File: src/rtl/rst_hub_pkg.sv
package rst_hub_pkg;
  typedef enum logic [1:0] {
    RA_FLAGS   = 2'd0,
    RA_LVMODE  = 2'd1,
    RA_LVLEVEL = 2'd2,
    RA_STATUS  = 2'd3
  } reg_addr_e;

  localparam int NFLAGS   = 3;
  localparam int FLAG_WDT = 0;
  localparam int FLAG_CLK = 1;
  localparam int FLAG_LVD = 2;
endpackage

File: src/rtl/rst_hub_sync.sv
module rst_hub_sync #(
  parameter int STAGES = 2
) (
  input  logic clk,
  input  logic rst,
  input  logic d,
  output logic q
);
  logic [STAGES-1:0] chain_q;

  always_ff @(posedge clk) begin
    if (rst) chain_q <= '0;
    else     chain_q <= {chain_q[STAGES-2:0], d};
  end

  assign q = chain_q[STAGES-1];
endmodule

File: src/rtl/rst_hub_seq.sv
module rst_hub_seq #(
  parameter int HOLD_CYC = 16,
  parameter int STAB_CYC = 256
) (
  input  logic clk,
  input  logic por,
  input  logic ext_req,
  input  logic wdt_ovf,
  input  logic lvd_trip,
  input  logic clkmon_stop,
  output logic sys_rst,
  output logic stab_busy,
  output logic emerg
);
  localparam int HW = $clog2(HOLD_CYC + 1);
  localparam int SW = $clog2(STAB_CYC + 1);

  logic [HW-1:0] hold_q;
  logic          rst_q;
  logic [SW-1:0] stab_q;
  logic          busy_q;
  logic          emg_q;
  logic          src_any;

  assign src_any = ext_req | wdt_ovf | lvd_trip | clkmon_stop;

  // reset stretch
  always_ff @(posedge clk) begin
    if (por || src_any) begin
      rst_q  <= 1'b1;
      hold_q <= HW'(HOLD_CYC);
    end else if (hold_q != '0) begin
      hold_q <= hold_q - 1'b1;
    end else begin
      rst_q <= 1'b0;
    end
  end

  // main oscillator stabilization wait
  always_ff @(posedge clk) begin
    if (por || rst_q) begin
      busy_q <= 1'b1;
      stab_q <= SW'(STAB_CYC - 1);
    end else if (busy_q) begin
      if (stab_q == '0) busy_q <= 1'b0;
      else              stab_q <= stab_q - 1'b1;
    end
  end

  // emergency mode: exit has priority over entry
  always_ff @(posedge clk) begin
    if (por || ext_req || lvd_trip) emg_q <= 1'b0;
    else if (wdt_ovf && !rst_q && busy_q) emg_q <= 1'b1;
  end

  assign sys_rst   = rst_q;
  assign stab_busy = busy_q;
  assign emerg     = emg_q;
endmodule

File: src/rtl/rst_hub_regs.sv
module rst_hub_regs
  import rst_hub_pkg::*;
#(
  parameter int DW = 8
) (
  input  logic          clk,
  input  logic          por,
  input  logic          blk,
  input  logic          ext_req,
  input  logic          wdt_ovf,
  input  logic          lvd_trip,
  input  logic          clkmon_stop,
  input  logic          emerg,
  input  logic          bus_sel,
  input  logic          bus_wr,
  input  logic [1:0]    bus_addr,
  input  logic [DW-1:0] bus_wdata,
  output logic [DW-1:0] bus_rdata,
  output logic [DW-1:0] lvd_mode,
  output logic [DW-1:0] lvd_level
);
  logic [NFLAGS-1:0] flags_q;
  logic [NFLAGS-1:0] set_vec;
  logic [NFLAGS-1:0] clr_vec;
  logic [DW-1:0]     mode_q;
  logic [DW-1:0]     lvl_q;
  logic [DW-1:0]     rdata_q;
  logic              wr_en;
  reg_addr_e         ra;

  assign ra      = reg_addr_e'(bus_addr);
  assign wr_en   = bus_sel & bus_wr & ~blk;

  always_comb begin
    set_vec           = '0;
    set_vec[FLAG_WDT] = wdt_ovf;
    set_vec[FLAG_CLK] = clkmon_stop;
    set_vec[FLAG_LVD] = lvd_trip;
    clr_vec           = (wr_en && ra == RA_FLAGS) ? ~bus_wdata[NFLAGS-1:0] : '0;
  end

  always_ff @(posedge clk) begin
    if (por || ext_req) flags_q <= '0;
    else                flags_q <= set_vec | (flags_q & ~clr_vec);
  end

  always_ff @(posedge clk) begin
    if (por || ext_req || wdt_ovf || clkmon_stop) begin
      mode_q <= '0;
      lvl_q  <= '0;
    end else if (wr_en) begin
      if (ra == RA_LVMODE)  mode_q <= bus_wdata;
      if (ra == RA_LVLEVEL) lvl_q  <= bus_wdata;
    end
  end

  always_ff @(posedge clk) begin
    if (por) rdata_q <= '0;
    else if (bus_sel && !bus_wr) begin
      case (ra)
        RA_FLAGS:   rdata_q <= {{(DW-NFLAGS){1'b0}}, flags_q};
        RA_LVMODE:  rdata_q <= mode_q;
        RA_LVLEVEL: rdata_q <= lvl_q;
        default:    rdata_q <= {{(DW-1){1'b0}}, emerg};
      endcase
    end
  end

  assign bus_rdata = rdata_q;
  assign lvd_mode  = mode_q;
  assign lvd_level = lvl_q;
endmodule

File: src/rtl/rst_hub_guard.sv
module rst_hub_guard #(
  parameter int                 ID_W       = 4,
  parameter logic [2**ID_W-1:0] ALLOW_MASK = 16'h000F
) (
  input  logic            clk,
  input  logic            por,
  input  logic            emerg,
  input  logic            per_acc,
  input  logic [ID_W-1:0] per_id,
  output logic            illegal
);
  logic ill_q;

  always_ff @(posedge clk) begin
    if (por) ill_q <= 1'b0;
    else     ill_q <= per_acc & emerg & ~ALLOW_MASK[per_id];
  end

  assign illegal = ill_q;
endmodule

File: src/rtl/rst_hub.sv
module rst_hub #(
  parameter int                 DW         = 8,
  parameter int                 HOLD_CYC   = 16,
  parameter int                 STAB_CYC   = 256,
  parameter int                 SYNC_STG   = 2,
  parameter int                 ID_W       = 4,
  parameter logic [2**ID_W-1:0] ALLOW_MASK = 16'h000F
) (
  input  logic            clk,
  input  logic            por,
  input  logic            ext_rst_n,
  input  logic            wdt_ovf,
  input  logic            lvd_trip,
  input  logic            clkmon_stop,
  input  logic            bus_sel,
  input  logic            bus_wr,
  input  logic [1:0]      bus_addr,
  input  logic [DW-1:0]   bus_wdata,
  output logic [DW-1:0]   bus_rdata,
  input  logic            per_acc,
  input  logic [ID_W-1:0] per_id,
  output logic            sys_rst,
  output logic            cpu_run,
  output logic            clk_sel_int,
  output logic            emerg_o,
  output logic            illegal_o,
  output logic [DW-1:0]   lvd_mode_o,
  output logic [DW-1:0]   lvd_level_o
);
  logic ext_req;
  logic stab_busy;
  logic emerg;

  rst_hub_sync #(.STAGES(SYNC_STG)) u_sync (
    .clk (clk),
    .rst (por),
    .d   (~ext_rst_n),
    .q   (ext_req)
  );

  rst_hub_seq #(.HOLD_CYC(HOLD_CYC), .STAB_CYC(STAB_CYC)) u_seq (
    .clk         (clk),
    .por         (por),
    .ext_req     (ext_req),
    .wdt_ovf     (wdt_ovf),
    .lvd_trip    (lvd_trip),
    .clkmon_stop (clkmon_stop),
    .sys_rst     (sys_rst),
    .stab_busy   (stab_busy),
    .emerg       (emerg)
  );

  rst_hub_regs #(.DW(DW)) u_regs (
    .clk         (clk),
    .por         (por),
    .blk         (sys_rst),
    .ext_req     (ext_req),
    .wdt_ovf     (wdt_ovf),
    .lvd_trip    (lvd_trip),
    .clkmon_stop (clkmon_stop),
    .emerg       (emerg),
    .bus_sel     (bus_sel),
    .bus_wr      (bus_wr),
    .bus_addr    (bus_addr),
    .bus_wdata   (bus_wdata),
    .bus_rdata   (bus_rdata),
    .lvd_mode    (lvd_mode_o),
    .lvd_level   (lvd_level_o)
  );

  rst_hub_guard #(.ID_W(ID_W), .ALLOW_MASK(ALLOW_MASK)) u_guard (
    .clk     (clk),
    .por     (por),
    .emerg   (emerg),
    .per_acc (per_acc),
    .per_id  (per_id),
    .illegal (illegal_o)
  );

  assign cpu_run     = ~sys_rst & ~stab_busy;
  assign clk_sel_int = emerg;
  assign emerg_o     = emerg;
endmodule

File: config.mk
export PLATFORM = sky130hd
export DESIGN_NAME = rst_hub
export DESIGN_NICKNAME = d
export VERILOG_FILES = /design/src/rtl/rst_hub_pkg.sv /design/src/rtl/rst_hub_sync.sv /design/src/rtl/rst_hub_seq.sv /design/src/rtl/rst_hub_regs.sv /design/src/rtl/rst_hub_guard.sv /design/src/rtl/rst_hub.sv
export SDC_FILE = /design/constraint.sdc
export NUM_CORES = 1
export LEC_CHECK = 0
export BUFFER_PORTS_ARGS = -buffer_cell sky130_fd_sc_hd__buf_2
export CORE_UTILIZATION = 45
export CTS_CLUSTER_SIZE = 20
export DETAILED_ROUTE_END_ITERATION = 10
export GPL_ROUTABILITY_DRIVEN = 0
export PLACE_DENSITY = 0.71
export SLEW_MARGIN = 15
export SYNTH_ARGS = -nofsm -noshare
export SYNTH_HDL_FRONTEND = slang
export SYNTH_SLANG_ARGS = --single-unit
File: constraint.sdc
create_clock -name clk -period 1.9 [get_ports clk]
set_input_delay 0.19 -clock clk [delete_from_list [all_inputs] [get_ports clk]]
set_output_delay 0.19 -clock clk [all_outputs]
set_load 0.02 [all_outputs]
==> results of run 1 <==
==> metal layers <==
layer	GRT usage	vias to the layer above
li1	-	938
met1	0.267	877
met2	0.318	52
met3	0.0332	7
met4	0.0867	0
met5	0	-
==> cells in the final DEF (no fill, tap or decap), types with 3 or more instances in the layout <==
master	synthesis	layout
a211oi_1	8	8
buf_4	1	4
buf_2	1	49
and2_1	3	3
o41ai_1	3	3
nor3_1	9	9
nand2b_1	3	3
o21ai_0	17	17
ha_1	3	3
a21oi_1	19	19
a31oi_1	3	3
nand3_1	16	16
a22oi_1	5	5
mux2i_1	7	7
inv_1	11	11
dfxtp_1	47	47
clkbuf_8	0	6
nor2b_1	5	5
nand2_1	3	3
nor2_1	22	22
==> critical path, stage by stage, from the launching register on <==
cell,delay [ns]
dfxtp_1,0.36
inv_1,0.10
ha_1,0.24
or4b_1,0.49
nor4_1,0.32
mux2i_1,0.21
==> final cells by class <==
type | instances | area [sq um]
multi-input combinational | 160 | 1030
fill | 429 | 1920
inverter | 11 | 41.3
clock buffer | 6 | 82.6
timing repair buffer | 53 | 275
clock inverter | 2 | 35.0
sequential | 47 | 941
tap | 52 | 65.1
==> stage by stage <==
step	power, mW	area, sq um	utilization	std cells
after floorplan	1.12	2070	-	234
after global placement	1.17	2350	0.536	323
after detailed placement	1.17	2350	0.536	323
after CTS	1.92	2470	0.563	331
after global routing	1.96	2470	0.563	331
final	1.90	2470	0.563	331
==> worst max-delay path by stage <==
stage / cells past startpoint / slack (ns) / end / startpoint
CTS: 5 / 0.14 / u_seq.stab_q[6]$_SDFFE_PP1P_ / u_seq.stab_q[0]$_SDFFE_PP1P_
global route: 5 / 0.02 / u_seq.stab_q[6]$_SDFFE_PP1P_ / u_seq.stab_q[0]$_SDFFE_PP1P_
global placement: 5 / 0.21 / u_seq.stab_q[6]$_SDFFE_PP1P_ / u_seq.stab_q[0]$_SDFFE_PP1P_
detailed placement: 5 / 0.18 / u_seq.stab_q[6]$_SDFFE_PP1P_ / u_seq.stab_q[0]$_SDFFE_PP1P_
finish: 5 / 0.12 / u_seq.stab_q[6]$_SDFFE_PP1P_ / u_seq.stab_q[0]$_SDFFE_PP1P_
floorplan: 5 / 0.26 / u_seq.stab_q[6]$_SDFFE_PP1P_ / u_seq.stab_q[0]$_SDFFE_PP1P_
==> power groups by stage <==
| stage | registers, mW | clock network, mW | logic (mW) |
|---|---|---|---|
| detailed placement | 1.04 | 0 | 0.133 |
| finish | 1.01 | 0.755 | 0.133 |
| floorplan | 1.05 | 0 | 0.0720 |
| global route | 1.02 | 0.802 | 0.147 |
| CTS | 1.01 | 0.775 | 0.134 |
| global placement | 1.04 | 0 | 0.131 |
==> logic make-up after synthesis <==
group / count (synthesis) / synth area share
compound gates: 67 / 0.205
flops: 47 / 0.454
mux: 8 / 0.0447
simple gates: 80 / 0.218
buf+inv: 27 / 0.0513
xor+xnor: 2 / 0.00845
fa+ha+maj: 3 / 0.0181
==> registers in the layout, summed over array words and instances, names as in the netlist <==
register	count
u_regs.lvd_mode	8
u_seq.hold_q	5
u_seq.stab_q	9
u_seq.sys_rst	1
u_guard.illegal	1
u_seq.emerg	1
u_seq.stab_busy	1
u_sync.chain_q	2
u_regs.flags_q	3
u_regs.bus_rdata	8
u_regs.lvd_level	8
==> flow_summary.json, run 1 <==
{
  "tritoncts_clock_tree": "built",
  "worst_r2r_path_depth": 5,
  "timing.final.max_slew_violations": 0,
  "hold_path_origin": "ext_rst_n",
  "max_freq_mhz": 563,
  "worst-endpoint-required_ns": 2.14,
  "final.setup.worst_slack_ns": 0.125,
  "io_pins": 52,
  "synth_cells": 234,
  "yosysTopAreaCell": "dfxtp_1",
  "synth.lib_cells_used.distinct": 47,
  "hp-class": "in -> reg",
  "yosys_warnings": 0,
  "worst-endpoint-arrival_ns": 2.01,
  "route.detailed.drc": 0,
  "path_class": "reg -> reg",
  "final_stage_net_count": 304,
  "hold-path-endpoint": "u_sync.chain_q[0]$_SDFF_PP0_",
  "synth_sequential_area_ratio": 0.454,
  "core.rowCount": 24,
  "top_layer_used": "met4",
  "portBuffers": 49,
  "relative_area_change_from_synthesis_to_final_layout_pct": 19.0,
  "drt-vias-per-instance": 5.66,
  "holdBufCountCts": 0,
  "number_of_global_route_vias_before_repair": 1739,
  "critPathCaptureType": "register",
  "final_antenna_net_count": 0,
  "vias": 1874,
  "synth-edff-count": 0,
  "setup_violations": 0,
  "worst_vdd_drop_mv": 0.414,
  "drt_pass1_iterations": 4,
  "sum_of_routed_wire_segments_on_met1_mm": 2.27,
  "cts-htree-levels": 2,
  "met2RoutedLength_mm": 2.19,
  "clock_skew_ns": 0.00819,
  "worst_slew_margin_rel": 0.601,
  "cts_made_buffers": 5,
  "post_synth_most_frequent_cells": "dfxtp_1 (47), nor2_1 (22), a21oi_1 (19)",
  "worst_skew_pair.late_latency_ns": 0.30,
  "timing_worst_slew_pin_value_ns": 0.591,
  "grt_use_total": 0.200,
  "async_reset_ff_frac": 0,
  "gr-total-overflow": 0,
  "drive_above_1_share": 0.251,
  "grt_setup_unrepaired": "no",
  "detail_route.iter0.violations": 93,
  "diodes": 0,
  "hpwl_mm": 3.44,
  "post_cts.resized_instances": 0,
  "clkPwrFrac": 0.397,
  "r2r-start": "u_seq.stab_q[0]$_SDFFE_PP1P_",
  "start_util": 0.473,
  "grt_pass1_wl_mm": 7.87,
  "place_worst_setup_slack_ns": 0.178,
  "switchingPower_mw": 0.419,
  "final_report_hold_violation_count": 0,
  "power_frac_comb": 0.070,
  "finalWorstPathRequiredPeriod_ns": 1.78,
  "outcome": "completed",
  "internal-power_mw": 1.48,
  "antenna_violations_before_repair": 0,
  "chipHeight_um": 69.9,
  "clock_tree_buffer_depth": 2,
  "netlist_area_before_placement_sq_mm": 0.00207,
  "totalNegativeSetupSlack_ns": 0,
  "cts_sinks": 47,
  "detail_route.wirelength_mm": 4.75,
  "reg2reg_slack_ns": 0.12,
  "path_clk_slew_ns": 0.08,
  "synth.area.top_cells": "dfxtp_1 (45%), a21oi_1 (4.6%), o21ai_0 (4.1%), nor2_1 (4.0%), nand3_1 (3.9%)",
  "hold_ws_ns": 0.0311,
  "post-cts-setup-buffer-count": 0,
  "critical_path.max_fanout": 6,
  "yosysMostFrequentCell": "dfxtp_1",
  "syn_avg_cell_area_sq_um": 8.86,
  "detail_route.wl_per_cell_um": 14.3,
  "power.density_cell_area_mw_per_mm2": 771,
  "synth.ff_latch_count": 47,
  "clk_root_buffer_cell": "clkbuf_8",
  "grt_max_degree": 17,
  "p_seq_frac": 0.533,
  "postSynthNetCount": 260,
  "swShare": 0.221,
  "postSynth.topFlopCell": "dfxtp_1",
  "met3RoutedLength_um": 213,
  "r2r_end": "u_seq.stab_q[6]$_SDFFE_PP1P_",
  "finalCritPeriodShare": 0.934,
  "synth_largest_type_area_fraction": 0.454,
  "power.static_leakage_nw": 0.996,
  "die-width_um": 69.9,
  "worstHoldPathCells": 2,
  "core_area_sq_mm": 0.00438,
  "die-area_sq_mm": 0.00488,
  "worstSetupStartpointType": "register",
  "maxCapViolations": 0
}
No activity file was read; power rests on OpenSTA's default activity.
==> run 2: changes to the inputs <==
--- a/config.mk
+++ b/config.mk
@@ -6,11 +6,13 @@
 export NUM_CORES = 1
 export LEC_CHECK = 0
 export BUFFER_PORTS_ARGS = -buffer_cell sky130_fd_sc_hd__buf_2
-export CORE_UTILIZATION = 45
+export CELL_PAD_IN_SITES_DETAIL_PLACEMENT = 1
+export CELL_PAD_IN_SITES_GLOBAL_PLACEMENT = 2
+export CORE_UTILIZATION = 31
 export CTS_CLUSTER_SIZE = 20
 export DETAILED_ROUTE_END_ITERATION = 10
 export GPL_ROUTABILITY_DRIVEN = 0
-export PLACE_DENSITY = 0.71
+export PLACE_DENSITY = 0.81
 export SLEW_MARGIN = 15
 export SYNTH_ARGS = -nofsm -noshare
 export SYNTH_HDL_FRONTEND = slang
==> run 2 against run 1 <==
Hold slack improved by 0.0041 ns. Final area grew 1.3%. Combinational power is essentially flat. Critical endpoint unchanged. Largest cell class unchanged. Largest power group unchanged.
==> flow_summary.json, run 2 (same netlist as run 1, synthesis figures left out) <==
{
  "outcome": "completed",
  "cp_num_buf_inv": 1,
  "cp_max_stage_cell": "or4b_1",
  "postPlaceCellArea_sq_mm": 0.00238,
  "hold_ws_ns": 0.0352,
  "antenna_violations_before_repair": 0,
  "critPathCaptureType": "register",
  "max_freq_mhz": 584,
  "route.detailed.drc": 0,
  "detail_route.wl_per_cell_um": 15.6,
  "drive_above_1_share": 0.251,
  "final.setup.worst_slack_ns": 0.187,
  "critPathTopFamily": "simple AND/OR/NAND/NOR gates",
  "finalCritPeriodShare": 0.902,
  "layout.filler_cells": 785,
  "crit_path_cell_trace": "inv_1 -> ha_1 -> or4b_1 -> nor4_1 -> mux2i_1",
  "die-area_sq_mm": 0.00702,
  "portBuffers": 49,
  "clkPwrFrac": 0.405,
  "worst-endpoint-required_ns": 2.13,
  "swShare": 0.232,
  "worst_slew_margin_rel": 0.626,
  "finalWorstPathRequiredPeriod_ns": 1.71,
  "maxCapViolations": 0,
  "hp-class": "in -> reg",
  "grt_max_degree": 17,
  "largest_register_ffs": 9,
  "path_class": "reg -> reg",
  "tritoncts_clock_tree": "built",
  "core_area_sq_mm": 0.00639,
  "post-cts-setup-buffer-count": 0,
  "cts_sinks": 47,
  "drt-vias-per-instance": 5.38,
  "final-instance-count-excl-fill": 356,
  "grtUsageMet1": 0.205,
  "hpwl_mm": 4.18,
  "hold_path_origin": "ext_rst_n",
  "timing_worst_slew_pin_value_ns": 0.557,
  "die-width_um": 83.8,
  "clock_skew_ns": 0.0111,
  "detail_route.iter0.violations": 51,
  "number_of_global_route_vias_before_repair": 1895,
  "post_route_utilization": 0.391,
  "grt_use_met3": 0.0346,
  "critical_path.max_fanout": 6,
  "post_cts.resized_instances": 0,
  "final_stage_net_count": 304,
  "io_pins": 52,
  "clk_root_buffer_cell": "clkbuf_8",
  "cts-htree-levels": 2,
  "layout_commonest_cell": "buf_2",
  "final_antenna_net_count": 0,
  "gr-total-overflow": 0,
  "finish.instance_area_sq_mm": 0.00250,
  "grt_setup_unrepaired": "no",
  "holdBufCountCts": 0,
  "grt_use_total": 0.163,
  "switchingPower_mw": 0.448,
  "worst-endpoint-arrival_ns": 1.95,
  "mostFrequentLayoutCells": "buf_2 (49), dfxtp_1 (47), nor2_1 (22)",
  "grt_pass1_wl_mm": 9.25,
  "path_clk_slew_ns": 0.09,
  "power.static_leakage_nw": 0.996,
  "vias": 1914,
  "setup_violations": 0,
  "global_route.peak_usage_layer": "met2",
  "placedCellCount": 348,
  "relative_area_change_from_synthesis_to_final_layout_pct": 20.5,
  "globalRouteMet2Util": 0.275,
  "crit_path_max_incr_delay_ns": 0.47,
  "clock_tree_buffer_depth": 2,
  "worstSetupStartpointType": "register",
  "power_frac_comb": 0.070,
  "setup.worst_path.start": "u_seq.stab_q[0]$_SDFFE_PP1P_",
  "power.density_cell_area_mw_per_mm2": 773,
  "worst_vdd_drop_mv": 0.389,
  "place_worst_setup_slack_ns": 0.229,
  "core.rowCount": 29,
  "worst_skew_pair.late_latency_ns": 0.31,
  "drt_pass1_iterations": 4,
  "diodes": 0,
  "totalNegativeSetupSlack_ns": 0,
  "final_report_hold_violation_count": 0,
  "p_seq_frac": 0.525,
  "internal-power_mw": 1.48,
  "max_flop_register": "u_seq.stab_q",
  "timing.final.max_slew_violations": 0,
  "finalPower_mw": 1.93,
  "start_util": 0.325,
  "chipHeight_um": 83.8,
  "r2r-start": "u_seq.stab_q[0]$_SDFFE_PP1P_",
  "cts_made_buffers": 5,
  "detail_route.wirelength_mm": 5.56
}
-- run 2: worst register-to-register path, cell delays in order (launching register included) --
cell	delay, ns
dfxtp_1	0.36
inv_1	0.09
ha_1	0.17
or4b_1	0.47
nor4_1	0.34
mux2i_1	0.22
-- run 2: routing by layer --
metal | vias to the layer above | wire length (um)
met4 | 0 | 85
li1 | 937 | -
met3 | 7 | 236
met1 | 926 | 2590
met2 | 44 | 2640
met5 | - | 0
-- run 2: final timing paths --
kind                                  endpoint  slack [ns]  depth (start not counted)
hold reg to reg   u_sync.chain_q[1]$_SDFF_PP0_        0.46                          1
setup reg to reg  u_seq.stab_q[6]$_SDFFE_PP1P_        0.19                          5
setup / recovery  u_seq.stab_q[6]$_SDFFE_PP1P_        0.19                          5
hold / removal    u_sync.chain_q[0]$_SDFF_PP0_        0.04                          2
-- run 2: power by group through the flow --
stage / sequential (mW) / combinational, mW / clock, mW
detailed placement: 1.04 / 0.138 / 0
CTS: 1.01 / 0.138 / 0.802
global route: 1.02 / 0.150 / 0.840
floorplan: 1.05 / 0.0720 / 0
global placement: 1.04 / 0.135 / 0
finish: 1.01 / 0.136 / 0.782
-- run 2: layout make-up --
class                   instances  area [sq um]  share of cell area
inverters                      11          41.3              0.0165
repair buffers                 53           275               0.110
multi-input cells             160          1030               0.411
clock buffers                   6          82.6              0.0331
clock inverters                 2          35.0              0.0140
well taps                      77          96.3              0.0386
flip-flops and latches         47           941               0.377
